==> config.mk <==
export PLATFORM = sky130hd
export DESIGN_NAME = overtemp_trip_monitor
export DESIGN_NICKNAME = d
export VERILOG_FILES = /design/src/rtl/otm_pkg.sv /design/src/rtl/otm_ctrl_reg.sv /design/src/rtl/otm_reading_cmp.sv /design/src/rtl/otm_trip_latch.sv /design/src/rtl/overtemp_trip_monitor.sv
export SDC_FILE = /design/constraint.sdc
export NUM_CORES = 1
export LEC_CHECK = 0
export ABC_AREA = 1
export ABC_CLOCK_PERIOD_IN_PS = 4850
export BUFFER_PORTS_ARGS = -buffer_cell sky130_fd_sc_hd__clkbuf_2
export CAP_MARGIN = 20
export CORE_ASPECT_RATIO = 0.9
export CORE_MARGIN = 1.5
export CORE_UTILIZATION = 45
export CTS_CLUSTER_SIZE = 40
export DETAILED_ROUTE_END_ITERATION = 12
export PLACE_DENSITY = 0.75
export SLEW_MARGIN = 40
export SYNTH_ARGS = -nofsm -noshare
export SYNTH_HDL_FRONTEND = slang
export SYNTH_SLANG_ARGS = --single-unit
==> constraint.sdc <==
create_clock -name clk -period 4.85 [get_ports clk]
set_input_delay 0.485 -clock clk [delete_from_list [all_inputs] [get_ports clk]]
set_output_delay 0.485 -clock clk [all_outputs]
set_load 0.02 [all_outputs]
==> src/rtl/otm_pkg.sv <==
package otm_pkg;
   localparam int NUM_CH  = 4;   // 0 cpu, 1 gpu, 2 mem, 3 pll
   localparam int NUM_GRP = 3;   // threshold groups

   typedef enum logic [1:0] {
      GRP_GEN = 2'd0,
      GRP_CPU = 2'd1,
      GRP_GM  = 2'd2
   } grp_e;

   function automatic grp_e ch_group(input int ch);
      case (ch)
         0:       return GRP_CPU;
         1, 2:    return GRP_GM;
         default: return GRP_GEN;
      endcase
   endfunction
endpackage

==> src/rtl/otm_ctrl_reg.sv <==
module otm_ctrl_reg
   import otm_pkg::*;
#(
   parameter int DATA_W  = 32,
   parameter int THR_W   = 8,
   parameter int EN_BIT  = 28,
   parameter int RST_THR = 105,
   parameter bit RST_EN  = 1'b0
) (
   input  logic                           clk,
   input  logic                           rst_n,
   input  logic                           wr_en,
   input  logic [DATA_W-1:0]              wr_data,
   output logic [NUM_GRP-1:0][THR_W-1:0]  thr,
   output logic                           en,
   output logic [DATA_W-1:0]              rd_data
);
   localparam int FIELD_TOP = NUM_GRP * THR_W;

   function automatic logic [DATA_W-1:0] keep_mask();
      logic [DATA_W-1:0] m;
      m = '0;
      for (int i = 0; i < FIELD_TOP; i++) m[i] = 1'b1;
      m[EN_BIT] = 1'b1;
      return m;
   endfunction

   localparam logic [DATA_W-1:0] WMASK = keep_mask();

   generate
      if (FIELD_TOP > EN_BIT)
         $error("threshold fields overlap the enable bit");
      if (EN_BIT >= DATA_W)
         $error("enable bit outside register");
      if (RST_THR > (2 ** (THR_W - 1)) - 1 || RST_THR < -(2 ** (THR_W - 1)))
         $error("reset threshold does not fit field");
   endgenerate

   logic [NUM_GRP-1:0][THR_W-1:0] thr_q;
   logic                          en_q;

   always_ff @(posedge clk) begin
      if (!rst_n) begin
         for (int g = 0; g < NUM_GRP; g++) thr_q[g] <= THR_W'(RST_THR);
         en_q <= RST_EN;
      end else if (wr_en) begin
         for (int g = 0; g < NUM_GRP; g++) thr_q[g] <= wr_data[g*THR_W +: THR_W];
         en_q <= wr_data[EN_BIT];
      end
   end

   always_comb begin
      rd_data = '0;
      for (int g = 0; g < NUM_GRP; g++) rd_data[g*THR_W +: THR_W] = thr_q[g];
      rd_data[EN_BIT] = en_q;
   end

   assign thr = thr_q;
   assign en  = en_q;

   logic unused_wbits;
   assign unused_wbits = ^(wr_data & ~WMASK);

   AST_WRITE_NEXT_CLK: assert property (@(posedge clk) disable iff (!rst_n)
      wr_en |=> (rd_data == ($past(wr_data) & WMASK)));

   AST_HOLD_NO_WRITE: assert property (@(posedge clk) disable iff (!rst_n)
      !wr_en |=> $stable(rd_data));
endmodule

==> src/rtl/otm_reading_cmp.sv <==
module otm_reading_cmp #(
   parameter int WORD_W        = 16,
   parameter int MAG_LSB       = 8,
   parameter int MAG_W         = 8,
   parameter int HALF_BIT      = 7,
   parameter int SIGN_BIT      = 0,
   parameter int THR_W         = 8,
   parameter bit TRIP_AT_EQUAL = 1'b0
) (
   input  logic [WORD_W-1:0] word,
   input  logic [THR_W-1:0]  thr,
   output logic              hit
);
   localparam int RD_W  = MAG_W + 2;
   localparam int TH_W  = THR_W + 1;
   localparam int CMP_W = ((RD_W > TH_W) ? RD_W : TH_W) + 1;

   generate
      if (MAG_LSB + MAG_W > WORD_W)
         $error("magnitude field exceeds word");
      if (HALF_BIT >= MAG_LSB || SIGN_BIT >= MAG_LSB || HALF_BIT == SIGN_BIT)
         $error("flag bits must sit below the magnitude and be distinct");
   endgenerate

   logic [MAG_W:0]           mag_half;
   logic signed [CMP_W-1:0]  rd_mag;
   logic signed [CMP_W-1:0]  rd_s;
   logic signed [CMP_W-1:0]  th_ext;
   logic signed [CMP_W-1:0]  th_s;

   always_comb begin
      mag_half = {word[MAG_LSB +: MAG_W], word[HALF_BIT]};
      rd_mag   = $signed({{(CMP_W-MAG_W-1){1'b0}}, mag_half});
      rd_s     = word[SIGN_BIT] ? -rd_mag : rd_mag;
      th_ext   = $signed({{(CMP_W-THR_W){thr[THR_W-1]}}, thr});
      th_s     = th_ext <<< 1;
   end

   generate
      if (TRIP_AT_EQUAL) begin : g_ge
         assign hit = (rd_s >= th_s);
      end else begin : g_gt
         assign hit = (rd_s > th_s);
         always_comb begin
            AST_NEG_BELOW_POS: assert (!(hit && word[SIGN_BIT] && !thr[THR_W-1]));
         end
      end
   endgenerate

   logic unused_word;
   assign unused_word = ^word;
endmodule

==> src/rtl/otm_trip_latch.sv <==
module otm_trip_latch #(
   parameter int N = 4
) (
   input  logic         clk,
   input  logic         rst_n,
   input  logic         en,
   input  logic [N-1:0] hit,
   output logic [N-1:0] src,
   output logic         trip
);
   generate
      if (N < 1) $error("need at least one source");
   endgenerate

   logic [N-1:0] src_q;
   logic         trip_q;

   always_ff @(posedge clk) begin
      if (!rst_n) begin
         src_q  <= '0;
         trip_q <= 1'b0;
      end else begin
         src_q  <= src_q | (en ? hit : '0);
         trip_q <= trip_q | (en & (|hit));
      end
   end

   assign src  = src_q;
   assign trip = trip_q;

   AST_STICKY_BITS: assert property (@(posedge clk) disable iff (!rst_n)
      1'b1 |=> ((src_q & $past(src_q)) == $past(src_q)));

   AST_OFF_NO_NEW: assert property (@(posedge clk) disable iff (!rst_n)
      !en |=> (src_q == $past(src_q)));

   AST_FLAG_MATCHES: assert property (@(posedge clk) disable iff (!rst_n)
      trip_q == (src_q != '0));

   AST_NEW_NEEDS_HIT: assert property (@(posedge clk) disable iff (!rst_n)
      ((src_q & ~$past(src_q)) != '0) |-> ($past(en) && ($past(hit) != '0)));
endmodule

==> src/rtl/overtemp_trip_monitor.sv <==
module overtemp_trip_monitor
   import otm_pkg::*;
#(
   parameter int WORD_W        = 16,
   parameter int THR_W         = 8,
   parameter int EN_BIT        = 28,
   parameter int RST_THR       = 105,
   parameter bit TRIP_AT_EQUAL = 1'b0
) (
   input  logic                clk,
   input  logic                rst_n,
   input  logic                cfg_we,
   input  logic [31:0]         cfg_wdata,
   output logic [31:0]         cfg_rdata,
   input  logic [2*WORD_W-1:0] temp_cg,
   input  logic [2*WORD_W-1:0] temp_mp,
   output logic                trip,
   output logic [NUM_CH-1:0]   trip_src
);
   localparam int ALL_W = NUM_CH * WORD_W;

   generate
      if (WORD_W < 16) $error("reading word too narrow");
   endgenerate

   logic [NUM_GRP-1:0][THR_W-1:0] thr_grp;
   logic                          en;
   logic [ALL_W-1:0]              all_words;
   logic [NUM_CH-1:0]             hit;

   assign all_words = {temp_cg, temp_mp};

   otm_ctrl_reg #(
      .DATA_W (32),
      .THR_W  (THR_W),
      .EN_BIT (EN_BIT),
      .RST_THR(RST_THR),
      .RST_EN (1'b0)
   ) u_ctrl (
      .clk    (clk),
      .rst_n  (rst_n),
      .wr_en  (cfg_we),
      .wr_data(cfg_wdata),
      .thr    (thr_grp),
      .en     (en),
      .rd_data(cfg_rdata)
   );

   for (genvar ch = 0; ch < NUM_CH; ch++) begin : g_ch
      localparam grp_e GRP = ch_group(ch);
      otm_reading_cmp #(
         .WORD_W       (WORD_W),
         .MAG_LSB      (8),
         .MAG_W        (8),
         .HALF_BIT     (7),
         .SIGN_BIT     (0),
         .THR_W        (THR_W),
         .TRIP_AT_EQUAL(TRIP_AT_EQUAL)
      ) u_cmp (
         .word(all_words[(NUM_CH-1-ch)*WORD_W +: WORD_W]),
         .thr (thr_grp[int'(GRP)]),
         .hit (hit[ch])
      );
   end

   otm_trip_latch #(.N(NUM_CH)) u_latch (
      .clk  (clk),
      .rst_n(rst_n),
      .en   (en),
      .hit  (hit),
      .src  (trip_src),
      .trip (trip)
   );
endmodule

==> impl_metrics.toml, run 1 <==
[logic_synthesis]
yosys_warnings = 0
synthMostInstantiatedCell = "inv_1"
synthCells = 447
ys_seq_area_share_pct = 19.8
synth.distinct_cells = 34
ys_top_cells_by_count = "inv_1, nand2_1, ha_1"
synth_top_area_share_pct = 19.8
synth_flop_cell = "dfxtp_1"
netlist_area_um2 = 3030
syn_area_per_cell_um2 = 6.77
synthTopCellsByArea = "dfxtp_1, ha_1, inv_1, nand2_1, xor2_1"
synth_largest_area_cell = "dfxtp_1"
ys_ff_latch = 30
synth-async-reset-ratio_pct = 0
synth_edf_count = 0

[worst_setup_path]
r2r_start = "u_ctrl.rd_data[23]"
setup.worst_path.end_class = "flip-flop"
cp_common_cell = "inv_1"
cp-start-kind = "primary input"
worst_ep_arrival_time_ns = 2.69
slowest_stage = "nor3_1"
slowest_delay_ns = 0.34
cp_data_required_time_ns = 5.01
r2r-end = "u_latch.trip"
path_buf_inv = 4
critPathKind = "in2reg"
crit_chain = "clkbuf_2 > inv_1 > ha_1 > inv_1 > nor3_1 > nand3_1 > nand2_1 > o21ai_0 > ha_1 > nand2_2 > inv_1 > a21oi_1 > nand4_1 > nand3_2 > nand2_2 > o21ai_2 > a21oi_2"
cpLargestDelayFamily = "simple AND/OR/NAND/NOR gates"
ff2ff_path_depth = 11
worstPathMaxFanout = 4
rrSetupSlack_ns = 3.03

[clocking]
cts_resized = 0
clock_path_buffers = 2
cts.clk_slew.worst_paths_ns = 0.07
clock-sinks = 30
tritoncts = "built"
ctsHtreeMaxLevel = 2
cts-root-buf = "clkbuf_8"
cts_made_buffers = 5
cts_setup_buffers = 0
hold_buffers = 0
clkLatencyLatePin_ns = 0.29

[die]
fp.coreArea_um2 = 6550
initial_utilization_pct = 46.2
ios = 136
die_h_um = 80.8
std_cell_rows = 28
die_x_um = 89.5
dieArea_um2 = 7230

[global_routing]
antenna_found_initial = 0
grt.overflow.total = 0
grt_use_total_pct = 21.5
grt_max_degree = 30
grt_pass1_wl_um = 12200
grt_pass1_vias = 2901

[timing]
setup_tns_ns = 0
post-route-min-period_ns = 2.53
skew_ns = 0.00465
setup_viol = 0
min_period_over_period_pct = 52.1
hold_violations = 0
rsz0062_at_grt = "false"
fmax_mhz = 396
slew_viol_final = 0

[pwr]
power_density_nw_per_um2 = 249
vdd_drop_max_v = 0.000109
leakage_uw = 0.00210

[place]
io_buffer_count = 97
gp_congestion = 0.803
dp_hpwl_um = 6010

[route]
wl_per_cell_um = 11.6
vias = 3100
drt-pass1-iter-count = 4
drtAntennaViolNets = 0
wirelength_um = 7360
via_per_inst = 4.91
drtIter0Drc = 64
drc = 0

[run]
cap_violations = 0

[final_layout]
fin_util_pct = 56.5
antenna_cells = 0
nFillCells = 677
drive_above_1_share_pct = 24.5
area_delta_synth_final_pct = 22.2
layout.nets = 684

[min_path]
min_to = "u_ctrl.rd_data[14]"
whs_path_depth = 3
hp-start = "cfg_wdata[14]"
hold_class = "in2reg"

[outcome]
run_status = "complete, no violations"
final cells by class:
type | instances | area, µm² | area share (%)
Inverter | 85 | 319 | 8.62
Timing Repair Buffer | 97 | 485 | 13.1
Clock inverter | 2 | 60.1 | 1.62
Multi-Input combinational cell | 322 | 2040 | 55.1
Clock buffer | 6 | 82.6 | 2.23
Tap cell | 90 | 113 | 3.04
Sequential cell | 30 | 601 | 16.2
tightest hold or removal path, stage by stage:
cell	delay (ns)
clkbuf_2	0.07
a21oi_1	0.05
o21ai_0	0.06
logic make-up (layout without fill, tap and decap cells):
logic type,after synthesis,count (layout),share of synthesized area (%)
and+or+nand+nor,167,167,26.1
buffers and inverters,101,190,13.6
AOI/OAI and AO/OA,76,76,14.1
adders and majority gates,44,44,18.2
DFF,30,30,19.8
xor gates and xnor gates,28,28,8.10
other,1,7,0.124
routing by layer:
metal / global-route usage, % / vias to the layer above / wire length [µm]
li1: - / 1610 / -
met1: 24.8 / 1393 / 3230
met2: 40.1 / 87 / 3610
met3: 5.18 / 10 / 431
met4: 4.31 / 0 / 82
met5: 0 / - / 0
placed cells by master (no fill, tap or decap), drive strengths merged:
cell type,count
dfxtp,30
conb,7
and3,1
inv,85
xnor2,6
ha,44
or2,3
bufinv,2
o31ai,2
o21ai,28
nor2,38
nand3b,1
a31oi,3
nor3b,1
a21oi,36
o21bai,2
nand2,84
a21o,2
nand3,21
nor3,13
o21a,3
xor2,22
clkbuf,103
nand4,5
where the power goes:
part	leakage (µW)	internal, µW	total [µW]	switching [µW]
clock	0.0000714	219	325	106
sequential	0.000249	265	275	10.2
combinational	0.00178	124	323	198
total	0.00210	608	923	314
through the flow:
step / hold WS (ns) / power, µW / instance area, µm² / worst slack, ns / cells
global route: 0.413 / 991 / 3700 / 2.02 / 632
floorplan: 0.454 / 507 / 3050 / 2.37 / 453
finish: 0.409 / 923 / 3700 / 2.32 / 632
CTS: 0.404 / 932 / 3700 / 2.33 / 632
detailed placement: 0.455 / 604 / 3560 / 2.02 / 624
global placement: 0.450 / 590 / 3560 / 2.09 / 624
state kept, by name (all words and copies together), names as in the netlist:
name,cells
u_ctrl.rd_data,24
u_latch.trip,1
u_ctrl.en,1
u_latch.src,4
how the worst max path moves through the flow:
| stage | depth (start not counted) | startpoint | endpoint | slack, ns |
|---|---|---|---|---|
| 6_report | 17 | temp_mp[7] | u_latch.trip | 2.32 |
| 5_1_grt | 19 | temp_mp[23] | u_latch.trip | 2.02 |
| 4_1_cts | 20 | temp_mp[23] | u_latch.trip | 2.33 |
| 3_5_place_dp | 20 | temp_mp[23] | u_latch.trip | 2.02 |
| 3_3_place_gp | 20 | temp_mp[23] | u_latch.trip | 2.09 |
| 2_1_floorplan | 19 | temp_mp[23] | u_latch.trip | 2.37 |
No activity file was read; power rests on OpenSTA's default activity.
==> run 2, diff against run 1 <==
--- a/config.mk
+++ b/config.mk
@@ -6,7 +6,7 @@
 export NUM_CORES = 1
 export LEC_CHECK = 0
 export ABC_AREA = 1
-export ABC_CLOCK_PERIOD_IN_PS = 4850
+export ABC_CLOCK_PERIOD_IN_PS = 2400
 export BUFFER_PORTS_ARGS = -buffer_cell sky130_fd_sc_hd__clkbuf_2
 export CAP_MARGIN = 20
 export CORE_ASPECT_RATIO = 0.9
==> constraint.sdc (replaced) <==
create_clock -name clk -period 2.4 [get_ports clk]
set_input_delay 0.24 -clock clk [delete_from_list [all_inputs] [get_ports clk]]
set_output_delay 0.24 -clock clk [all_outputs]
set_load 0.02 [all_outputs]
==> run 2 against run 1 <==
  * Setup slack worse by 2.2 ns
  * Count of clock-buffer cells in the layout did not move
  * Clock skew is 0.0019 ns higher
  * Non-clock buffer count is 14 higher
  * Cell area up 7.0%
  * Total power increased by 99%
  * Worst hold slack got worse by 0.25 ns
  * Critical path type unchanged
==> impl_metrics.toml, run 2 (same netlist as run 1, synthesis figures left out) <==
[worst_setup_path]
cp.depth = 20
worst_ep_arrival_time_ns = 2.47
path_buf_inv = 5
cp-start-kind = "primary input"
cp_data_required_time_ns = 2.56
crit_chain = "buf_8 > inv_4 > ha_4 > inv_4 > nor3_4 > inv_2 > nor3_2 > nand2_1 > nand2_1 > xor2_1 > inv_1 > ha_4 > nand2_1 > a21oi_2 > nor2_2 > nand4_1 > nand3_2 > nand2_2 > o21ai_2 > a21oi_2"
slowest_stage = "ha_4"
worstPathMaxFanout = 2
slowest_delay_ns = 0.25
critPathKind = "in2reg"
cpLargestDelayFamily = "simple AND/OR/NAND/NOR gates"
cp_common_cell = "nand2_1"
setup.worst_path.end_class = "flip-flop"
ff2ff_path_depth = 9

[final_layout]
drive_above_1_share_pct = 31.0
antenna_cells = 0
final_common_cell = "clkbuf_2"
layout.nets = 698
area_delta_synth_final_pct = 30.7
fin_util_pct = 60.4
nFillCells = 617
final_cell_mix = "clkbuf_2, inv_1, nand2_1"
largest_reg_flops = 24

[die]
die_x_um = 89.5
fp.coreArea_um2 = 6550
initial_utilization_pct = 46.2
std_cell_rows = 28
ios = 136
die_h_um = 80.8
dieArea_um2 = 7230

[timing]
setup_viol = 0
setup_tns_ns = 0
post-route-min-period_ns = 2.31
holdWs_ns = 0.162
slew_viol_final = 0
hold_violations = 0
min_period_over_period_pct = 96.1
fmax_mhz = 434
skew_ns = 0.00656
setup_ws_ns = 0.0940

[clocking]
ctsHtreeMaxLevel = 2
clock_path_buffers = 2
cts.clk_slew.worst_paths_ns = 0.07
cts-root-buf = "clkbuf_8"
clkLatencyLatePin_ns = 0.29
cts_made_buffers = 5
clock-sinks = 30
hold_buffers = 0
tritoncts = "built"

[route]
wirelength_um = 7750
drt-pass1-iter-count = 4
wl_per_cell_um = 12.0
via_per_inst = 4.84
drc = 0
drtAntennaViolNets = 0
drtIter0Drc = 81
vias = 3123

[pwr]
vdd_drop_max_v = 0.000261
leakage_uw = 0.00219
power_density_nw_per_um2 = 464

[global_routing]
antenna_found_initial = 0
grt_use_total_pct = 21.1
grt_pass1_vias = 2847
grt_pass1_wl_um = 12000
grt_max_degree = 29
grt.overflow.total = 0

[run]
cap_violations = 0

[place]
pre_cts_slack_ns = -0.174
io_buffer_count = 97
dp_hpwl_um = 6110
gp_congestion = 0.843

[min_path]
whs_path_depth = 3
hold_class = "in2reg"

[outcome]
run_status = "complete, no violations"
-- run 2: cell types whose count changed in the layout (fill, tap and decap cells not counted), moves of 4 or more --
cell      before  now
nand3_2        5    9
nand2_2        4    9
clkbuf_2      97   93
buf_4          0   14
ha_4           0    4
nand2_1       80   73
ha_1          44   40
nand3_1       16   12
inv_1         80   74
-- run 2: repair_timing --
action	CTS	global route
buffers inserted	0	1
endpoints found under the hold margin	0	0
gates resized for setup	0	46
setup endpoints to repair	0	2
-- run 2: layout make-up --
class	instances	area [µm²]	share of cell area, %
Clock buffer	6	82.6	2.09
Clock inverter	1	30.0	0.759
Inverter	85	332	8.38
Multi-Input combinational cell	322	2180	55.0
Sequential cell	30	601	15.2
Tap cell	90	113	2.85
Timing Repair Buffer	111	623	15.7
-- run 2: worst reg2reg max path, cell delays in order, from the launching register on --
cell     delay [ns]
dfxtp_1        0.31
inv_1          0.25
ha_1           0.33
a21o_1         0.20
nor2_2         0.14
nand4_1        0.13
nand3_2        0.11
nand2_2        0.06
o21ai_2        0.14
a21oi_2        0.06
-- run 2: worst paths after layout --
check                            end  slack [ns]               start
setup reg to reg        u_latch.trip        0.57  u_ctrl.rd_data[23]
hold / removal    u_ctrl.rd_data[14]        0.16       cfg_wdata[14]
setup / recovery        u_latch.trip        0.09          temp_cg[8]
hold reg to reg         u_latch.trip        0.46        u_latch.trip
-- run 2: stage by stage --
stage	total power, µW	area, µm²	cells
after floorplan	1020	3050	453
after global placement	1210	3650	637
after detailed placement	1240	3650	637
after CTS	1790	3770	644
after global routing	1970	3960	645
final	1840	3960	645
-- run 2: per-layer routing --
metal  GRT usage, %  share of wire, %  wire, µm  vias to the layer above
li1               -                 -         -                     1630
met1           25.9                46      3550                     1411
met2           37.4                48      3730                       68
met3           3.86               4.5       350                       14
met4           6.00               1.4       109                        0
met5              0                 0         0                        -
-- run 2: power by group --
part	switching (µW)	internal (µW)	leakage [µW]	total [µW]
Sequential	21.1	535	0.000249	556
Combinational	439	297	0.00188	736
Clock	212	332	0.0000573	544
==> run 3, diff against run 2 <==
--- a/config.mk
+++ b/config.mk
@@ -5,7 +5,7 @@
 export SDC_FILE = /design/constraint.sdc
 export NUM_CORES = 1
 export LEC_CHECK = 0
-export ABC_AREA = 1
+export ABC_AREA = 0
 export ABC_CLOCK_PERIOD_IN_PS = 2400
 export BUFFER_PORTS_ARGS = -buffer_cell sky130_fd_sc_hd__clkbuf_2
 export CAP_MARGIN = 20
@@ -14,7 +14,7 @@
 export CORE_UTILIZATION = 45
 export CTS_CLUSTER_SIZE = 40
 export DETAILED_ROUTE_END_ITERATION = 12
-export PLACE_DENSITY = 0.75
+export PLACE_DENSITY = 0.76
 export SLEW_MARGIN = 40
 export SYNTH_ARGS = -nofsm -noshare
 export SYNTH_HDL_FRONTEND = slang
==> run 3 against run 2 <==
  * The flow now finishes with violations (setup timing)
  * Non-clock buffer count rose by 33
  * Clock skew down 0.00081 ns
  * Critical path depth down 8
  * Final cell count fell by 13%
  * Area after synthesis fell by 6.0%
==> impl_metrics.toml, run 3 <==
[worst_setup_path]
worst_ep_arrival_time_ns = 2.65
cp-start-kind = "primary input"
cp_data_required_time_ns = 2.56
slowest_delay_ns = 0.40
crit_chain = "buf_6 > or3_4 > nor2_4 > nand2_2 > o31ai_4 > xnor2_2 > ha_1 > a21o_1 > a2111oi_4 > a31oi_2 > nor4_2 > o21ai_1"
critPathKind = "in2reg"
slowest_stage = "or3_4"
worstPathMaxFanout = 2
setup.worst_path.end_class = "flip-flop"

[clocking]
cts-root-buf = "clkbuf_8"
cts.clk_slew.worst_paths_ns = 0.07
clock_path_buffers = 2
cts_made_buffers = 5
clkLatencyLatePin_ns = 0.27
tritoncts = "built"
clock-sinks = 30
ctsHtreeMaxLevel = 2
hold_buffers = 0

[die]
dieArea_um2 = 6810
initial_utilization_pct = 46.5
ios = 136
fp.coreArea_um2 = 6110
die_x_um = 86.8
std_cell_rows = 27
die_h_um = 78.4

[logic_synthesis]
synth-async-reset-ratio_pct = 0
synth.distinct_cells = 40
syn_area_per_cell_um2 = 8.37
synth_flop_cell = "dfxtp_1"
synth_largest_area_cell = "dfxtp_1"
ys_top_cells_by_count = "ha_1, nand2_1, inv_1"
netlist_area_um2 = 2850
synthMostInstantiatedCell = "ha_1"
synthCells = 340
synthTopCellsByArea = "dfxtp_1, ha_1, xnor2_1, mux2i_1, nand2_1"
synth_edf_count = 0
ys_seq_area_share_pct = 21.1
synth_top_area_share_pct = 21.1
yosys_warnings = 0
ys_ff_latch = 30

[final_layout]
drive_above_1_share_pct = 39.4
antenna_cells = 0
layout.nets = 621
nFillCells = 522
area_delta_synth_final_pct = 43.1
final_cell_mix = "clkbuf_2, buf_4, ha_1"
final_area_um2 = 4070
largest_reg_flops = 24
final_common_cell = "clkbuf_2"

[global_routing]
grt_max_degree = 32
grt_use_total_pct = 21.2
antenna_found_initial = 0
grt_pass1_vias = 2758
grt_pass1_wl_um = 11800
grt.overflow.total = 0

[timing]
setup_tns_ns = -0.162
rsz0062_at_grt = "true"
tightest_slew_ns = 0.584
skew_ns = 0.00575
setup_ws_ns = -0.0858
setup_viol = 2
post-route-min-period_ns = 2.49
fmax_mhz = 402
hold_violations = 0
slew_viol_final = 0
slew-limit-headroom_pct = 61.0
min_period_over_period_pct = 104

[route]
wirelength_um = 7340
wl_per_cell_um = 13.0
vias = 2879
drt-pass1-iter-count = 4
via_per_inst = 5.10
drtAntennaViolNets = 0
drc = 0
drtIter0Drc = 87

[pwr]
power_density_nw_per_um2 = 410
leakage_uw = 0.00197
p_total_uw = 1670
vdd_drop_max_v = 0.000205

[run]
cap_violations = 0

[place]
io_buffer_count = 97
dp_hpwl_um = 5860
gp_congestion = 0.830
post_dp_cell_area_um2 = 3730

[outcome]
violations = "setup timing"
run_status = "complete, but fails checks"

[min_path]
hold_class = "in2reg"
-- run 3: cell count changes after synthesis, sizes merged, moves of 8 or more --
cell,change
xnor2,+22
nand3,-20
o31ai,+8
o211ai,+9
inv,-52
a21oi,-24
nor2b,+21
o21ai,-15
nor3,-9
nor2,-33
nand2,-46
mux2i,+20
xor2,-22
-- run 3: metrics by stage --
step           cells  setup slack (ns)  utilization [%]  hold slack (ns)
6_report         564           -0.0858             66.6            0.176
2_1_floorplan    346           -0.0846                -            0.368
5_1_grt          564            -0.206             66.6            0.180
3_3_place_gp     553            -0.304             60.5            0.453
4_1_cts          562           -0.0546             63.8            0.173
3_5_place_dp     554            -0.405             61.0            0.454
-- run 3: cell type report --
cell class	instances	area, µm²	area share, %
Multi-Input combinational cell	264	2270	55.7
Sequential cell	30	601	14.8
Inverter	33	131	3.23
Tap cell	87	109	2.67
Timing Repair Buffer	144	881	21.6
Clock buffer	6	82.6	2.03
-- run 3: kinds of logic after synthesis --
kind of cell	share of synthesized area, %
simple gates	17.6
compound gates	18.1
buf+inv	8.05
fa+ha+maj	19.3
flops	21.1
xor+xnor	8.62
mux	7.04
other cells	0.132
-- run 3: critical path: cells and delay by family --
family / cells / cell delay [ns]
AO/OA/AOI/OAI: 5 / 1.04
XOR/XNOR: 1 / 0.15
adder cells (fa/ha/maj): 1 / 0.27
buffers and inverters: 1 / 0.09
AND/OR/NAND/NOR: 4 / 0.86
-- run 3: metal layers --
| layer | vias up | global-route usage, % | part of all wire, % |
|---|---|---|---|
| met5 | - | 0 | 0 |
| met4 | 0 | 4.03 | 0.75 |
| met3 | 6 | 4.00 | 4.0 |
| met2 | 90 | 40.1 | 52 |
| met1 | 1328 | 24.5 | 43 |
| li1 | 1455 | - | - |
-- run 3: path summary, 6_finish.rpt --
path | startpoint | endpoint | slack, ns | cells after the start
setup / recovery | temp_mp[26] | u_latch.trip | -0.09 | 12
hold / removal | cfg_wdata[0] | u_ctrl.rd_data[0] | 0.18 | 3
setup reg to reg | u_ctrl.rd_data[7] | u_latch.trip | 0.39 | 7
hold reg to reg | u_latch.trip | u_latch.trip | 0.46 | 2
-- run 3: power breakdown --
| part | internal [µW] | switching, µW | total [µW] |
|---|---|---|---|
| clock network | 221 | 184 | 404 |
| registers | 531 | 24.1 | 555 |
| logic | 339 | 370 | 708 |
| total | 1090 | 577 | 1670 |
-- run 3: repair_timing --
item	CTS	global route
buffers inserted	2	2
cloned	0	0
pin swaps	20	17
gates resized for setup	14	32
setup endpoints to repair	3	5
